--- src/rtl/lnk_neg_pkg.sv ---
package lnk_neg_pkg;

  localparam int RATE_W   = 3;
  localparam int RATE_LSB = 9;

  typedef enum logic [2:0] {
    NS_HELD      = 3'd0,
    NS_RESTART   = 3'd1,
    NS_ABILITY   = 3'd2,
    NS_LINK_WAIT = 3'd3,
    NS_LINK_UP   = 3'd4,
    NS_DIS_UP    = 3'd5,
    NS_BYPASS    = 3'd6
  } neg_state_e;

  localparam logic [RATE_W-1:0] RATE_10M  = 3'd0;
  localparam logic [RATE_W-1:0] RATE_100M = 3'd1;
  localparam logic [RATE_W-1:0] RATE_1G   = 3'd2;
  localparam logic [RATE_W-1:0] RATE_10G  = 3'd3;
  localparam logic [RATE_W-1:0] RATE_2G5  = 3'd4;
  localparam logic [RATE_W-1:0] RATE_5G   = 3'd5;

  // Speed order of a rate code; unknown codes sort above every real rate.
  function automatic logic [2:0] rate_rank(input logic [RATE_W-1:0] code);
    logic [2:0] r;
    case (code)
      RATE_10M:  r = 3'd0;
      RATE_100M: r = 3'd1;
      RATE_1G:   r = 3'd2;
      RATE_2G5:  r = 3'd3;
      RATE_5G:   r = 3'd4;
      RATE_10G:  r = 3'd5;
      default:   r = 3'd6;
    endcase
    return r;
  endfunction

  // Slower of two rates; ties keep the local one.
  function automatic logic [RATE_W-1:0] slower_rate(input logic [RATE_W-1:0] loc,
                                                    input logic [RATE_W-1:0] far);
    return (rate_rank(far) < rate_rank(loc)) ? far : loc;
  endfunction

endpackage

--- src/rtl/lnk_neg_edge.sv ---
module lnk_neg_edge (
  input  logic clk,
  input  logic rst_n,
  input  logic restart_i,
  input  logic an_enable_i,
  input  logic bypass_i,
  input  logic main_reset_i,
  output logic restart_go
);

  logic restart_q;
  logic restart_rise;

  always_ff @(posedge clk or negedge rst_n) begin
    if (!rst_n) restart_q <= 1'b0;
    else        restart_q <= restart_i;
  end

  assign restart_rise = restart_i & ~restart_q;
  assign restart_go   = restart_rise & an_enable_i & ~bypass_i & ~main_reset_i;

endmodule

--- src/rtl/lnk_neg_match.sv ---
module lnk_neg_match #(
  parameter int WORD_W  = 16,
  parameter int SAMPLES = 3
) (
  input  logic              clk,
  input  logic              rst_n,
  input  logic              clear_i,
  input  logic              rx_valid_i,
  input  logic [WORD_W-1:0] rx_word_i,
  output logic              ack_hit
);

  localparam int CNT_W = $clog2(SAMPLES + 1);
  localparam logic [CNT_W-1:0] LAST = CNT_W'(SAMPLES - 1);

  logic [CNT_W-1:0]  cnt_q;
  logic [WORD_W-1:0] prev_q;
  logic              same_word;

  assign same_word = (cnt_q != '0) && (rx_word_i == prev_q);

  always_ff @(posedge clk or negedge rst_n) begin
    if (!rst_n) begin
      cnt_q  <= '0;
      prev_q <= '0;
    end else if (clear_i) begin
      cnt_q  <= '0;
    end else if (rx_valid_i) begin
      prev_q <= rx_word_i;
      if (same_word) cnt_q <= (cnt_q == LAST) ? cnt_q : cnt_q + 1'b1;
      else           cnt_q <= CNT_W'(1);
    end
  end

  assign ack_hit = ~clear_i & rx_valid_i & same_word & (cnt_q == LAST);

endmodule

--- src/rtl/lnk_neg_timer.sv ---
module lnk_neg_timer #(
  parameter int LINK_TICKS = 1600000
) (
  input  logic clk,
  input  logic rst_n,
  input  logic run_i,
  output logic timer_done
);

  localparam int CNT_W = $clog2(LINK_TICKS + 1);
  localparam logic [CNT_W-1:0] LAST = CNT_W'(LINK_TICKS - 1);

  logic [CNT_W-1:0] cnt_q;

  assign timer_done = run_i & (cnt_q == LAST);

  always_ff @(posedge clk or negedge rst_n) begin
    if (!rst_n)                    cnt_q <= '0;
    else if (run_i && !timer_done) cnt_q <= cnt_q + 1'b1;
    else                           cnt_q <= '0;
  end

endmodule

--- src/rtl/lnk_neg_ctrl.sv ---
module lnk_neg_ctrl
  import lnk_neg_pkg::*;
#(
  parameter int WORD_W      = 16,
  parameter int LINK_TICKS  = 1600000,
  parameter int ACK_SAMPLES = 3
) (
  input  logic              clk,
  input  logic              rst_n,
  input  logic              main_reset_i,
  input  logic              an_enable_i,
  input  logic              restart_i,
  input  logic              bypass_i,
  input  logic [2:0]        direct_rate_i,
  input  logic [WORD_W-1:0] adv_word_i,
  input  logic [WORD_W-1:0] rx_word_i,
  input  logic              rx_valid_i,
  output logic [WORD_W-1:0] tx_word_o,
  output logic              send_idle_o,
  output logic              send_cfg_o,
  output logic [2:0]        pcs_rate_o,
  output logic              mission_en_o,
  output logic [2:0]        state_o,
  output logic              an_complete_o
);

  neg_state_e        state_q, state_d;
  logic [RATE_W-1:0] rate_q, rate_d;
  logic [RATE_W-1:0] pend_q, pend_d;
  logic              restart_go;
  logic              ack_hit;
  logic              timer_done;
  logic              en_eff;
  logic              in_ability;
  logic              in_wait;
  logic [RATE_W-1:0] local_rate;
  logic [RATE_W-1:0] far_rate;

  assign en_eff     = an_enable_i & ~bypass_i;
  assign in_ability = (state_q == NS_ABILITY);
  assign in_wait    = (state_q == NS_LINK_WAIT);
  assign local_rate = adv_word_i[RATE_LSB +: RATE_W];
  assign far_rate   = rx_word_i[RATE_LSB +: RATE_W];

  lnk_neg_edge i_edge (
    .clk          (clk),
    .rst_n        (rst_n),
    .restart_i    (restart_i),
    .an_enable_i  (an_enable_i),
    .bypass_i     (bypass_i),
    .main_reset_i (main_reset_i),
    .restart_go   (restart_go)
  );

  lnk_neg_match #(.WORD_W(WORD_W), .SAMPLES(ACK_SAMPLES)) i_match (
    .clk        (clk),
    .rst_n      (rst_n),
    .clear_i    (~in_ability),
    .rx_valid_i (rx_valid_i),
    .rx_word_i  (rx_word_i),
    .ack_hit    (ack_hit)
  );

  lnk_neg_timer #(.LINK_TICKS(LINK_TICKS)) i_timer (
    .clk        (clk),
    .rst_n      (rst_n),
    .run_i      (in_wait),
    .timer_done (timer_done)
  );

  // Priority: bypass, hold, restart edge, then negotiation progress.
  always_comb begin
    state_d = state_q;
    rate_d  = rate_q;
    pend_d  = pend_q;
    if (bypass_i) begin
      state_d = NS_BYPASS;
      rate_d  = direct_rate_i;
    end else if (main_reset_i) begin
      state_d = NS_HELD;
      if (an_enable_i) rate_d = RATE_10G;
    end else if (restart_go) begin
      state_d = NS_RESTART;
    end else begin
      case (state_q)
        NS_HELD, NS_BYPASS: state_d = an_enable_i ? NS_RESTART : NS_DIS_UP;
        NS_RESTART:         state_d = NS_ABILITY;
        NS_ABILITY: begin
          if (ack_hit) begin
            state_d = NS_LINK_WAIT;
            pend_d  = slower_rate(local_rate, far_rate);
          end
        end
        NS_LINK_WAIT: begin
          if (timer_done) begin
            state_d = NS_LINK_UP;
            rate_d  = pend_q;
          end
        end
        default: state_d = state_q;
      endcase
    end
  end

  always_ff @(posedge clk or negedge rst_n) begin
    if (!rst_n) begin
      state_q <= NS_HELD;
      rate_q  <= RATE_10G;
      pend_q  <= RATE_10G;
    end else begin
      state_q <= state_d;
      rate_q  <= rate_d;
      pend_q  <= pend_d;
    end
  end

  assign send_cfg_o    = ((state_q == NS_HELD) && en_eff) ||
                         (state_q == NS_RESTART) || in_ability;
  assign send_idle_o   = ((state_q == NS_HELD) && !en_eff) || in_wait;
  assign tx_word_o     = in_ability ? adv_word_i : '0;
  assign mission_en_o  = (state_q == NS_LINK_UP) || (state_q == NS_DIS_UP) ||
                         (state_q == NS_BYPASS);
  assign an_complete_o = (state_q == NS_LINK_UP);
  assign pcs_rate_o    = rate_q;
  assign state_o       = state_q;

endmodule

--- config.mk ---
export PLATFORM = sky130hd
export DESIGN_NAME = lnk_neg_ctrl
export DESIGN_NICKNAME = d
export VERILOG_FILES = /design/src/rtl/lnk_neg_pkg.sv /design/src/rtl/lnk_neg_edge.sv /design/src/rtl/lnk_neg_match.sv /design/src/rtl/lnk_neg_timer.sv /design/src/rtl/lnk_neg_ctrl.sv
export SDC_FILE = /design/constraint.sdc
export NUM_CORES = 1
export LEC_CHECK = 0
export CAP_MARGIN = 20
export CORE_UTILIZATION = 45
export DETAILED_ROUTE_END_ITERATION = 10
export HOLD_SLACK_MARGIN = 0.12
export PLACE_DENSITY = 0.79
export SYNTH_ARGS = -nofsm -noshare
export SYNTH_HDL_FRONTEND = slang
export SYNTH_SLANG_ARGS = --single-unit
--- constraint.sdc ---
create_clock -name clk -period 4.6 [get_ports clk]
set_input_delay 1.15 -clock clk [delete_from_list [all_inputs] [get_ports clk]]
set_output_delay 1.15 -clock clk [all_outputs]
set_load 0.05 [all_outputs]
==> reports/metrics.yaml <==
num_rows: 28
area_growth_pct: 30.3
synth-simple-area-share_pct: 23.0
yosysTopAreaCell: "dfrtp_1"
overflow: 0
rsz0062_at_grt: "false"
io_buffer_count: 67
start_util_pct: 47.0
yosys_register_bits: 49
crit_path_end_kind: "output pin"
ant_nets: 0
netlist_top_cells_area: "dfrtp_1, mux2_2, xnor2_1"
post-route-drc-count: 0
outcome: "complete, no violations"
ios: 68
cts-hold-fix-buffers: 0
grtUsageTotal_pct: 18.3
clk_latency_ns: 0.30
timing.rr.start: "state_o[1]"
wl_per_cell_um: 13.2
ir_drop_v: 0.000242
h-tree-depth: 2
post-cts-setup-buffer-count: 0
die_h_um: 80.9
syn_avg_cell_area_sq_um: 9.93
yosys-mux-area-fraction_pct: 10.1
placeableCoreArea_sq_um: 5960
slew_headroom_pct: 57.2
tightestPinTransition_ns: 0.639
grt_pass1_wl_um: 9400
tns_ns: 0
critPathLaunch: "an_enable_i"
grt_pass1_vias: 2086
period_share_pct: 85.9
grt_max_degree: 50
drt_iter0_markers: 107
dr.pass1.iters: 4
dp_slack_ns: 0.659
dieArea_sq_um: 6540
via_count: 2235
setup_slack_ns: 0.651
clkTransAtPathRegs_ns: 0.09
synth_fp_nets: 329
finalClockSkew_ns: 0.0127
critPathKind: "input pin to output pin"
max_cap_violations: 0
cts_buffers: 5
fmax_ghz: 0.253
ys_types: 46
synth_top_family_by_area: "simple AND/OR/NAND/NOR gates"
drv_slew: 0
power.leakage_nw: 1.41
hold_viol: 0
worstPathMaxFanout: 5
seq_area_sq_um: 1230
via_per_inst: 5.25
antenna_found_initial: 0
synth_compound_area_share_pct: 7.20
synth-edff-count: 0
synthArstFlopShare_pct: 100
power.density_nw_per_um2: 297
wirelength_um: 5630
cts_root_buf: "clkbuf_8"
synth_fa_ha_area_share_pct: 2.59
clock_path_buffers: 2
syn_area_sq_um: 2800
crit_arrival_ns: 2.80
finalSetupViolCount: 0
synth_flop_cell: "dfrtp_1"
hold_class: "flip-flop to flip-flop"
syn_inst: 282
cts_resized: 0
synthXorXnorAreaFrac_pct: 10.0
multi_input_area_sq_um: 1480
fp.dieW_um: 80.9
min_from: "pcs_rate_o[2]"
place_congestion: 0.812
layout_min_cycle_time_ns: 3.95
place_hpwl_um: 4180
num_antenna_cells: 0
nets: 397
crit_path_start_kind: "input pin"
seq_area_frac_synth_pct: 44.0
clock_sinks: 49
yosysTopAreaCellShare_pct: 40.2
fillers: 509
crit_required_ns: 3.45
cts_tree: "yes"
yosysWarnings: 0
drive_gt1_share_pct: 13.7
whs_ns: 0.500
==> metal layers <==
layer / global-route usage [%] / share of wire, % / vias up
li1: - / - / 1122
met1: 24.1 / 46 / 1035
met2: 29.3 / 45 / 72
met3: 4.94 / 7.6 / 6
met4: 5.89 / 1.3 / 0
met5: 0 / 0 / -
==> critical path, cell delays in order <==
cell	delay [ns]
clkdlybuf4s50_1	0.54
nand2b_1	0.07
nand3_1	0.09
and3_1	0.15
clkdlybuf4s50_1	0.79
==> cells in the mapped netlist (3+ instances only) <==
cell and number:
nor2b_1 3, a31oi_1 3, and3_1 4, clkbuf_1 5, and2_1 16, xnor2_1 27, o31ai_1 3, nor4_1 3
nand3_1 14, xor2_1 5, mux2_2 24, nand4_1 8, inv_1 12, dfstp_2 4, nand2_1 9, ha_1 5
o21ai_0 7, nor3_1 10, nor2_1 31, dfrtp_1 45, a21oi_1 12, nand2b_1 3
==> sequential cells by signal (all words and copies together) (netlist names) <==
| register | cells |
|---|---|
| i_edge.restart_q | 1 |
| i_match.prev_q | 16 |
| i_timer.cnt_q | 21 |
| state_o | 3 |
| i_match.cnt_q | 2 |
| pcs_rate_o | 3 |
| pend_q | 3 |
==> metrics by stage <==
| stage | power [mW] | util [%] | instances | instance area, sq um |
|---|---|---|---|---|
| after CTS | 1.09 | 60.9 | 425 | 3630 |
| after global routing | 1.14 | 61.2 | 426 | 3650 |
| final | 1.08 | 61.2 | 426 | 3650 |
| after global placement | 0.817 | 59.2 | 417 | 3530 |
| after floorplan | 0.718 | - | 282 | 2800 |
| after detailed placement | 0.824 | 59.2 | 417 | 3530 |
==> kinds of logic after synthesis <==
kind of cell / count (synthesis)
DFF: 49
xor gates and xnor gates: 32
buffers and inverters: 21
AOI/OAI and AO/OA: 33
and+or+nand+nor: 116
adders and majority gates: 6
muxes: 25
==> layout by cell type (no fill, tap or decap), types with 2 or more instances in the layout <==
| master | count |
|---|---|
| nor2b_1 | 3 |
| nor3b_1 | 2 |
| dfrtp_1 | 45 |
| clkbuf_8 | 6 |
| and4_1 | 2 |
| dfstp_2 | 4 |
| and2_1 | 16 |
| nor4_1 | 3 |
| xor2_1 | 5 |
| nand3_1 | 14 |
| o21ai_0 | 7 |
| nand2b_1 | 3 |
| nor3_1 | 10 |
| o31ai_1 | 3 |
| and3_1 | 4 |
| xnor2_1 | 27 |
| clkdlybuf4s50_1 | 65 |
| buf_4 | 3 |
| ha_1 | 5 |
| nor2_1 | 31 |
| a21oi_1 | 12 |
| mux2_2 | 24 |
| a31oi_1 | 3 |
| or3_1 | 2 |
| nand4_1 | 8 |
| o21a_1 | 2 |
| nand2_1 | 9 |
| inv_1 | 12 |
==> area by class of cell <==
cell class / instances / area share, %
Clock buffer: 6 / 2.26
Clock inverter: 2 / 0.480
Inverter: 12 / 1.23
Multi-Input combinational cell: 212 / 40.5
Tap cell: 75 / 2.57
Sequential cell: 49 / 33.8
Timing Repair Buffer: 70 / 19.1
==> report_power, final <==
group	switching, mW	internal (mW)
Clock	0.144	0.125
Sequential	0.0377	0.484
Combinational	0.141	0.152
Total	0.323	0.761
==> path summary, 6_finish.rpt <==
| check | to | slack (ns) | depth (start not counted) |
|---|---|---|---|
| max | send_cfg_o | 0.65 | 5 |
| min | pcs_rate_o[2] | 0.50 | 1 |
| max reg2reg | pend_q[2] | 2.23 | 6 |
| min reg2reg | pcs_rate_o[2] | 0.50 | 1 |
| max in group asynchronous | pend_q[0] | 3.17 | 2 |
| min in group asynchronous | i_match.prev_q[3] | 0.83 | 1 |
(Power assumes the default switching activity.)
